**src/rtl/sdcmd_pkg.sv**
```systemverilog
package sdcmd_pkg;
  typedef enum logic [3:0] {
    CMD_DESEL,
    CMD_NOP,
    CMD_ACT,
    CMD_PRE,
    CMD_RD,
    CMD_WR,
    CMD_REF,
    CMD_MRS,
    CMD_BST
  } cmd_e;
endpackage

```
**src/rtl/sdcmd_decode.sv**
```systemverilog
module sdcmd_decode
  import sdcmd_pkg::*;
(
  input  logic cs_n_i,
  input  logic ras_n_i,
  input  logic cas_n_i,
  input  logic we_n_i,
  output cmd_e cmd_o
);
  always_comb begin
    if (cs_n_i) begin
      cmd_o = CMD_DESEL;
    end else begin
      unique case ({ras_n_i, cas_n_i, we_n_i})
        3'b011:  cmd_o = CMD_ACT;
        3'b010:  cmd_o = CMD_PRE;
        3'b101:  cmd_o = CMD_RD;
        3'b100:  cmd_o = CMD_WR;
        3'b001:  cmd_o = CMD_REF;
        3'b000:  cmd_o = CMD_MRS;
        3'b110:  cmd_o = CMD_BST;
        default: cmd_o = CMD_NOP;
      endcase
    end
  end
endmodule

```
**src/rtl/sdcmd_bank.sv**
```systemverilog
module sdcmd_bank #(
  parameter int ROW_W = 11
) (
  input  logic             clk,
  input  logic             rst_n,
  input  logic             en_i,
  input  logic             open_i,
  input  logic             close_i,
  input  logic [ROW_W-1:0] row_i,
  output logic             active_nxt_o,
  output logic             active_o,
  output logic [ROW_W-1:0] row_o
);
  logic [ROW_W-1:0] row_nxt;

  always_comb begin
    active_nxt_o = active_o;
    row_nxt      = row_o;
    if (en_i) begin
      if (open_i) begin
        active_nxt_o = 1'b1;
        row_nxt      = row_i;
      end else if (close_i) begin
        active_nxt_o = 1'b0;
      end
    end
  end

  always_ff @(posedge clk or negedge rst_n) begin
    if (!rst_n) begin
      active_o <= 1'b0;
      row_o    <= '0;
    end else if (en_i) begin
      active_o <= active_nxt_o;
      row_o    <= row_nxt;
    end
  end

  AST_OPEN_SETS: assert property (@(posedge clk) disable iff (!rst_n)
    (en_i && open_i) |=> (active_o && row_o == $past(row_i)));
endmodule

```
**src/rtl/sdram_cmd_tracker.sv**
```systemverilog
module sdram_cmd_tracker
  import sdcmd_pkg::*;
#(
  parameter int BANKS  = 4,
  parameter int ROW_W  = 11,
  parameter int COL_W  = 8,
  parameter int AP_BIT = 10
) (
  input  logic                   clk,
  input  logic                   rst_n,
  input  logic                   cke_i,
  input  logic                   cs_n_i,
  input  logic                   ras_n_i,
  input  logic                   cas_n_i,
  input  logic                   we_n_i,
  input  logic [1:0]             ba_i,
  input  logic [ROW_W-1:0]       addr_i,
  output logic                   act_o,
  output logic                   pre_o,
  output logic                   pre_all_o,
  output logic                   rd_o,
  output logic                   wr_o,
  output logic                   ref_o,
  output logic                   bst_o,
  output logic                   mrs_o,
  output logic                   err_o,
  output logic [1:0]             cmd_bank_o,
  output logic [COL_W-1:0]       col_o,
  output logic                   auto_pre_o,
  output logic [BANKS-1:0]       bank_active_o,
  output logic [BANKS*ROW_W-1:0] open_row_o,
  output logic                   pd_o
);
  localparam int BA_W = $clog2(BANKS);

  cmd_e             cmd;
  logic             cke_q;
  logic             en;
  logic             sel_act;
  logic             is_col;
  logic             ap_bit;
  logic             acc_act, acc_pre, acc_rd, acc_wr, bad_cmd;
  logic [BANKS-1:0] open_v, close_v, act_nxt;
  logic             pd_nxt;
  logic             latch_bank, latch_col;

  sdcmd_decode u_decode (
    .cs_n_i  (cs_n_i),
    .ras_n_i (ras_n_i),
    .cas_n_i (cas_n_i),
    .we_n_i  (we_n_i),
    .cmd_o   (cmd)
  );

  // decode is enabled by the clock enable seen one edge earlier
  assign en      = cke_q;
  assign sel_act = bank_active_o[ba_i[BA_W-1:0]];
  assign is_col  = (cmd == CMD_RD) || (cmd == CMD_WR);
  assign ap_bit  = addr_i[AP_BIT];

  always_comb begin
    acc_act = en && (cmd == CMD_ACT) && !sel_act;
    acc_pre = en && (cmd == CMD_PRE);
    acc_rd  = en && (cmd == CMD_RD) && sel_act;
    acc_wr  = en && (cmd == CMD_WR) && sel_act;
    bad_cmd = en && (((cmd == CMD_ACT) && sel_act) || (is_col && !sel_act));
  end

  for (genvar b = 0; b < BANKS; b++) begin : g_bank
    logic hit;
    assign hit        = (ba_i[BA_W-1:0] == BA_W'(b));
    assign open_v[b]  = acc_act && hit;
    assign close_v[b] = (acc_pre && (ap_bit || hit))
                      || ((acc_rd || acc_wr) && ap_bit && hit);
    sdcmd_bank #(.ROW_W(ROW_W)) u_bank (
      .clk          (clk),
      .rst_n        (rst_n),
      .en_i         (en),
      .open_i       (open_v[b]),
      .close_i      (close_v[b]),
      .row_i        (addr_i),
      .active_nxt_o (act_nxt[b]),
      .active_o     (bank_active_o[b]),
      .row_o        (open_row_o[b*ROW_W +: ROW_W])
    );
  end

  assign pd_nxt     = !cke_i && (act_nxt == '0);
  assign latch_bank = acc_act || acc_pre || acc_rd || acc_wr;
  assign latch_col  = acc_rd || acc_wr;

  always_ff @(posedge clk or negedge rst_n) begin
    if (!rst_n) begin
      cke_q     <= 1'b1;
      act_o     <= 1'b0;
      pre_o     <= 1'b0;
      pre_all_o <= 1'b0;
      rd_o      <= 1'b0;
      wr_o      <= 1'b0;
      ref_o     <= 1'b0;
      bst_o     <= 1'b0;
      mrs_o     <= 1'b0;
      err_o     <= 1'b0;
      pd_o      <= 1'b0;
    end else begin
      cke_q     <= cke_i;
      act_o     <= acc_act;
      pre_o     <= acc_pre;
      pre_all_o <= acc_pre && ap_bit;
      rd_o      <= acc_rd;
      wr_o      <= acc_wr;
      ref_o     <= en && (cmd == CMD_REF);
      bst_o     <= en && (cmd == CMD_BST);
      mrs_o     <= en && (cmd == CMD_MRS);
      err_o     <= bad_cmd;
      pd_o      <= pd_nxt;
    end
  end

  always_ff @(posedge clk or negedge rst_n) begin
    if (!rst_n) begin
      cmd_bank_o <= '0;
    end else if (latch_bank) begin
      cmd_bank_o <= ba_i;
    end
  end

  always_ff @(posedge clk or negedge rst_n) begin
    if (!rst_n) begin
      col_o      <= '0;
      auto_pre_o <= 1'b0;
    end else if (latch_col) begin
      col_o      <= addr_i[COL_W-1:0];
      auto_pre_o <= ap_bit;
    end
  end

  AST_ONE_STROBE: assert property (@(posedge clk) disable iff (!rst_n)
    $onehot0({act_o, pre_o, rd_o, wr_o, ref_o, bst_o, mrs_o, err_o}));
  AST_DESEL_QUIET: assert property (@(posedge clk) disable iff (!rst_n)
    cs_n_i |=> ($stable(bank_active_o) && !act_o && !pre_o && !rd_o && !wr_o && !err_o));
  AST_ACT_OPENS: assert property (@(posedge clk) disable iff (!rst_n)
    act_o |-> bank_active_o[cmd_bank_o]);
  AST_COL_OPEN: assert property (@(posedge clk) disable iff (!rst_n)
    ((rd_o || wr_o) && !auto_pre_o) |-> bank_active_o[cmd_bank_o]);
  AST_PRE_ALL_IDLE: assert property (@(posedge clk) disable iff (!rst_n)
    pre_all_o |-> (bank_active_o == '0));
  AST_ERR_NO_CHANGE: assert property (@(posedge clk) disable iff (!rst_n)
    err_o |-> ($stable(bank_active_o) && $stable(open_row_o)));
  AST_FROZEN: assert property (@(posedge clk) disable iff (!rst_n)
    !cke_q |=> ($stable(bank_active_o) && $stable(open_row_o) && !act_o && !err_o));
  AST_PD_IDLE: assert property (@(posedge clk) disable iff (!rst_n)
    pd_o |-> (bank_active_o == '0));
endmodule

```
**config.mk**
```make
export PLATFORM = sky130hd
export DESIGN_NAME = sdram_cmd_tracker
export DESIGN_NICKNAME = d
export VERILOG_FILES = /design/src/rtl/sdcmd_pkg.sv /design/src/rtl/sdcmd_decode.sv /design/src/rtl/sdcmd_bank.sv /design/src/rtl/sdram_cmd_tracker.sv
export SDC_FILE = /design/constraint.sdc
export NUM_CORES = 1
export LEC_CHECK = 0
export BUFFER_PORTS_ARGS = -buffer_cell sky130_fd_sc_hd__buf_2
export CORE_ASPECT_RATIO = 0.9
export CORE_UTILIZATION = 50
export CTS_CLUSTER_DIAMETER = 50
export DETAILED_ROUTE_END_ITERATION = 10
export PLACE_DENSITY = 0.78
export SETUP_SLACK_MARGIN = 0.5
export SLEW_MARGIN = 5
export SYNTH_ARGS = -nofsm -noshare
export SYNTH_HDL_FRONTEND = slang
export SYNTH_SLANG_ARGS = --single-unit
export TNS_END_PERCENT = 20
```
**constraint.sdc**
```tcl
create_clock -name clk -period 1.89 [get_ports clk]
set_input_delay 0.2835 -clock clk [delete_from_list [all_inputs] [get_ports clk]]
set_output_delay 0.2835 -clock clk [all_outputs]
set_load 0.01 [all_outputs]
```
### Word level (Yosys, flattened, before mapping)

Index checks and enable logic that the tools add are counted.

* multiply operators: 0
* reduce and logical (&&, ||, !) cells: 51
* div/mod/pow operators: 0
* multiplexer cells: 16
* bitwise gates (word level): 0
* $lt $le $gt $ge: 1
* shifts and indexed selects: 0
* add/subtract/negate cells: 0
* equal/unequal tests: 16

Operator list (number)
* $logic_and 1x1->1: 28
* $pmux 4 s7: 1
* $eq 4x3->1 const B: 4
* $logic_or 1x1->1: 14
* $mux 1: 13
* $eq 3x3->1 const B: 3
* $eq 4x2->1 const B: 2
* $reduce_and 2->1: 4
* $eq 3x2->1 const B: 2
* $eq 2x2->1 const B: 2
* $eq 4x4->1 const B: 1
* $logic_not 4->1: 1
* $mux 4: 1
* $eq 3x1->1 const B: 1
* $logic_not 3->1: 1
* $lt 2x3->1 const B: 1
* $bmux 1 s2: 1
* $eq 2x1->1 const B: 1
* $logic_not 1->1: 2
* $logic_not 2->1: 1

* memories kept: 0
* flip-flop bits (word level): 70
* ROM bits: 0
* RAM bits: 0
* output and inout bits: 69
* latch bits: 0

### Logic depth before layout (Yosys ltp)

* depth in word-level cells: 15
* depth in mapped cells: 6
* mapped depth without buffers: 4

### By module

From an unflattened synthesis, not the netlist that was laid out.

* cells, all modules: 193
* area, all modules: 3022.9 um^2

Modules (own cells, without submodules)
* sdcmd_bank: instances 4, cells an instance 28, sequential area each 300.3 um^2, area each 503.0 um^2
* sdram_cmd_tracker: instances 1, cells an instance 74, sequential area each 551.8 um^2, area each 973.4 um^2
* sdcmd_decode: instances 1, cells an instance 7, sequential area each 0.0 um^2, area each 37.5 um^2

### Worst setup path after synthesis

No wires, ideal clock.

* path kind: input to register
* start: input ba_i[0]
* end: register cmd_bank_o[0]
* setup time: 125 ps
* arrival time: 1633 ps
* slack: 132 ps
* stages: 5
* path buffers: 1
* cell sequence: buf_4 -> mux4_2 -> nand3_1 -> a21boi_2 -> mux2_2

* cells in the longest elaborated chain, start to end: 7

Ends and longest elaborated chain
* start, declared: RTL line sdram_cmd_tracker.sv:16 `input logic [1:0] ba_i,`
* $bmux 1 s2: RTL line sdram_cmd_tracker.sv:57 `assign sel_act = bank_active_o[ba_i[BA_W-1:0]];`
* $mux 1 (not written as such): RTL line sdram_cmd_tracker.sv:57
* $logic_not 1->1: RTL line sdram_cmd_tracker.sv:62 `acc_act = en && (cmd == CMD_ACT) && !sel_act;`
* $logic_and 1x1->1: RTL line sdram_cmd_tracker.sv:62
* $logic_or 1x1->1 (3 in series): RTL line sdram_cmd_tracker.sv:89 `assign latch_bank = acc_act || acc_pre || acc_rd || acc_wr;`
* end signal, assigned: RTL line sdram_cmd_tracker.sv:124 `cmd_bank_o <= ba_i;`
* end, declared: RTL line sdram_cmd_tracker.sv:27 `output logic [1:0] cmd_bank_o,`

Several ways; a longest one is shown, not always the timed one. The select of a mux whose other input is x is not followed.
A chain may end at the register's enable or synchronous reset.

### Worst setup path in the final report

* start: register g_bank[1].u_bank.active_o
* end: register g_bank[1].u_bank.row_o[9]

* cells in the longest elaborated chain, start to end: 6

Ends and longest elaborated chain
* start, declared: RTL line sdcmd_bank.sv:11 `output logic active_o,`
* start signal, assigned: RTL line sdcmd_bank.sv:34 `active_o <= active_nxt_o;`
* $bmux 1 s2: RTL line sdram_cmd_tracker.sv:57
* $mux 1 (not written as such): RTL line sdram_cmd_tracker.sv:57
* $logic_not 1->1: RTL line sdram_cmd_tracker.sv:62
* $logic_and 1x1->1: RTL line sdram_cmd_tracker.sv:62
* $logic_and 1x1->1: RTL line sdram_cmd_tracker.sv:72 `assign open_v[b] = acc_act && hit;`
* $reduce_and 2->1 (no source line)
* end signal, assigned: RTL line sdcmd_bank.sv:35 `row_o <= row_nxt;`
* end, declared: RTL line sdcmd_bank.sv:12 `output logic [ROW_W-1:0] row_o`

Every way passes these cells. The select of a mux whose other input is x is not followed.

==> flow_summary.toml <==
[logic_synthesis]
syn-cell-area_sq_um = 2870
synth_nets = 216
synthCells = 196
ys_seq_area_share_pct = 61.0
synth-main-ff-cell = "dfrtp_1"
avgSynthCellArea_sq_um = 14.7
async_flop_share_pct = 100
synth_warnings = 0
synth-edff-count = 0
synth-seq-cells = 70
yosysUniqueCellTypes = 39

[cts]
cts_buffer_depth = 2
numClockSinks = 70
cts_tree = "built"
insertion_delay_ns = 0.34
root_buffer = "clkbuf_8"
cts_buffers = 9
path_clk_slew_ns = 0.07
cts_max_level = 3

[power_and_ir_drop]
p_switching_mw = 1.06
p_int_mw = 3.03
vdd_drop_max_mv = 0.776
sequentialPowerShare_pct = 44.6
p_leak_nw = 2.08
swShare_pct = 25.9
pwr-share-comb_pct = 20.3
p_clk_share_pct = 35.2
power.density_nw_per_um2 = 1060

[critical_path]
rr_worst_depth = 3
cp_max_fo = 12
regToRegSetupSlack_ns = 0.16
crit_type = "register to register"
crit_path_start_kind = "register"
timing.critical_path.from = "g_bank[1].u_bank.active_o"
required_ns = 2.11
worstPathArrival_ns = 1.95
r2r_start = "g_bank[1].u_bank.active_o"
cp-end-kind = "register"

[timing]
hold_violations = 0
grt_setup_unrepaired = "true"
fmax_mhz = 579
slew_headroom_pct = 75.6
fin_hold_ws_ns = 0.0678
tns_ns = 0
timing.final.ws_setup_ns = 0.164
setup_violations = 0
worst_pin_slew_ns = 0.364
min_period_ns = 1.73
slew_violations = 0
fin_crit_sh_pct = 91.3
clock_skew_ns = 0.00796

[placed_design]
place.gp.congestion = 0.899
placedCellCount = 351
dp_slack_ns = 0.0184
place_hpwl_mm = 4.17
placed_cell_area_sq_um = 3500
port_buffers = 88

[global_routing]
antenna_found_initial = 0
grt_pass1_wl_mm = 9.68
grt_usage_pct = 22.3
grt_overflow_total = 0
grt_pass1_vias = 1861
grt_max_degree = 71

[job]
maxCapViolCount = 0

[run_status]
outcome = "finished clean"

[detailed_routing]
vias = 1997
final_antenna_net_count = 0
dr.pass1.iters = 4
drc = 0
wl_per_cell_um = 16.5
drt-total-wl_mm = 6.15
viasPerCell = 5.37
drtIter0Drc = 73

[die]
die_x_um = 81.9
die_area_sq_um = 6050
coreArea_sq_um = 5380
num_rows = 25
io_pins = 89
start_util_pct = 53.4
fp.dieH_um = 73.9

[cells_and_area]
regArea_sq_um = 1750
fin_area_sq_um = 3860
area_delta_synth_final_pct = 34.3
layoutNonFillerInstCount = 372
multi_input_area_sq_um = 1130
diodes = 0
fillers = 383
fin_nets = 320
drive_gt1_share_pct = 63.0

[min_path]
min_path_cells = 1
hold_start = "cke_i"
hp-class = "primary input to register"
state kept, by name, summed over array words and instances (netlist names):
| signal | flops |
|---|---|
| ref_o | 1 |
| g_bank.u_bank.active_o | 4 |
| pre_all_o | 1 |
| cmd_bank_o | 2 |
| act_o | 1 |
| rd_o | 1 |
| bst_o | 1 |
| auto_pre_o | 1 |
| pre_o | 1 |
| col_o | 8 |
| err_o | 1 |
| cke_q | 1 |
| pd_o | 1 |
| mrs_o | 1 |
| g_bank.u_bank.row_o | 44 |
| wr_o | 1 |
power by group through the flow:
stage | clock (mW) | sequential (mW) | combinational, mW
after detailed placement | 0 | 1.84 | 0.779
after global routing | 1.54 | 1.84 | 0.899
after global placement | 0 | 1.84 | 0.759
final | 1.43 | 1.82 | 0.827
after floorplan | 0 | 1.94 | 0.337
after CTS | 1.48 | 1.82 | 0.817
per-stage QoR:
step	power (mW)	util (%)
after floorplan	2.28	-
after global placement	2.60	65.1
after detailed placement	2.62	65.1
after CTS	4.12	71.0
after global routing	4.28	71.7
final	4.08	71.7
final timing paths:
path	to
max	g_bank[1].u_bank.row_o[9]
min	cke_q
max reg2reg	g_bank[1].u_bank.row_o[9]
min reg2reg	g_bank[0].u_bank.row_o[10]
max in group asynchronous	cke_q
min in group asynchronous	cmd_bank_o[1]
cells in the mapped netlist, drive strengths merged, types with 2 or more instances:
cell type / instances / area, sq um
nor3b: 2 / 20.0
nor2b: 3 / 18.8
nand2b: 2 / 12.5
nand2: 8 / 30.0
nor2: 5 / 18.8
nor3: 4 / 20.0
inv: 2 / 7.51
clkbuf: 3 / 11.3
a31oi: 2 / 18.8
nor4b: 3 / 26.3
a32oi: 2 / 17.5
dfrtp: 69 / 1730
buf: 13 / 86.3
o21ai: 2 / 10.0
o32a: 3 / 30.0
nor4: 4 / 43.8
mux2: 54 / 612
worst max-delay path: stages (launching register included):
cell     delay [ns]
dfrtp_1        0.41
or3b_1         0.40
or3_4          0.46
mux2_1         0.34
metal layers:
metal	vias up	GRT usage [%]	part of all wire [%]
met5	-	0	0
met4	0	6.04	0.86
met3	8	8.94	6.6
met2	69	34.3	50
met1	1002	29.4	43
li1	918	-	-
placed cells by master (no fill, tap or decap), types with 4 or more instances in the layout:
master	n
mux2_4	13
nor3_1	4
buf_2	88
nor2_1	5
nand2_1	7
buf_4	14
dfrtp_1	69
clkbuf_8	9
buf_6	4
mux2_2	39
kinds of logic after synthesis:
kind of cell	count (synthesis)	share of synthesized area, %
xor+xnor	1	0.305
mux	56	22.4
compound gates	12	3.75
flops	70	61.0
buf+inv	18	3.66
simple gates	39	8.84
area by class of cell:
class / instances / share of cell area, %
clock inverters: 7 / 3.15
clock buffers: 9 / 3.21
multi-input cells: 108 / 29.2
flip-flops and latches: 70 / 45.4
well taps: 67 / 2.17
repair buffers: 109 / 16.6
inverters: 2 / 0.195
repair_timing:
item	in CTS	in global routing
pin swaps	1	3
resized for setup	11	6
hold endpoints to repair	69	0
setup endpoints to repair	63	64
setup buffers	2	2
hold buffers	1	0
gates cloned	0	0
Note: power is estimated with default switching activity, not from simulation.
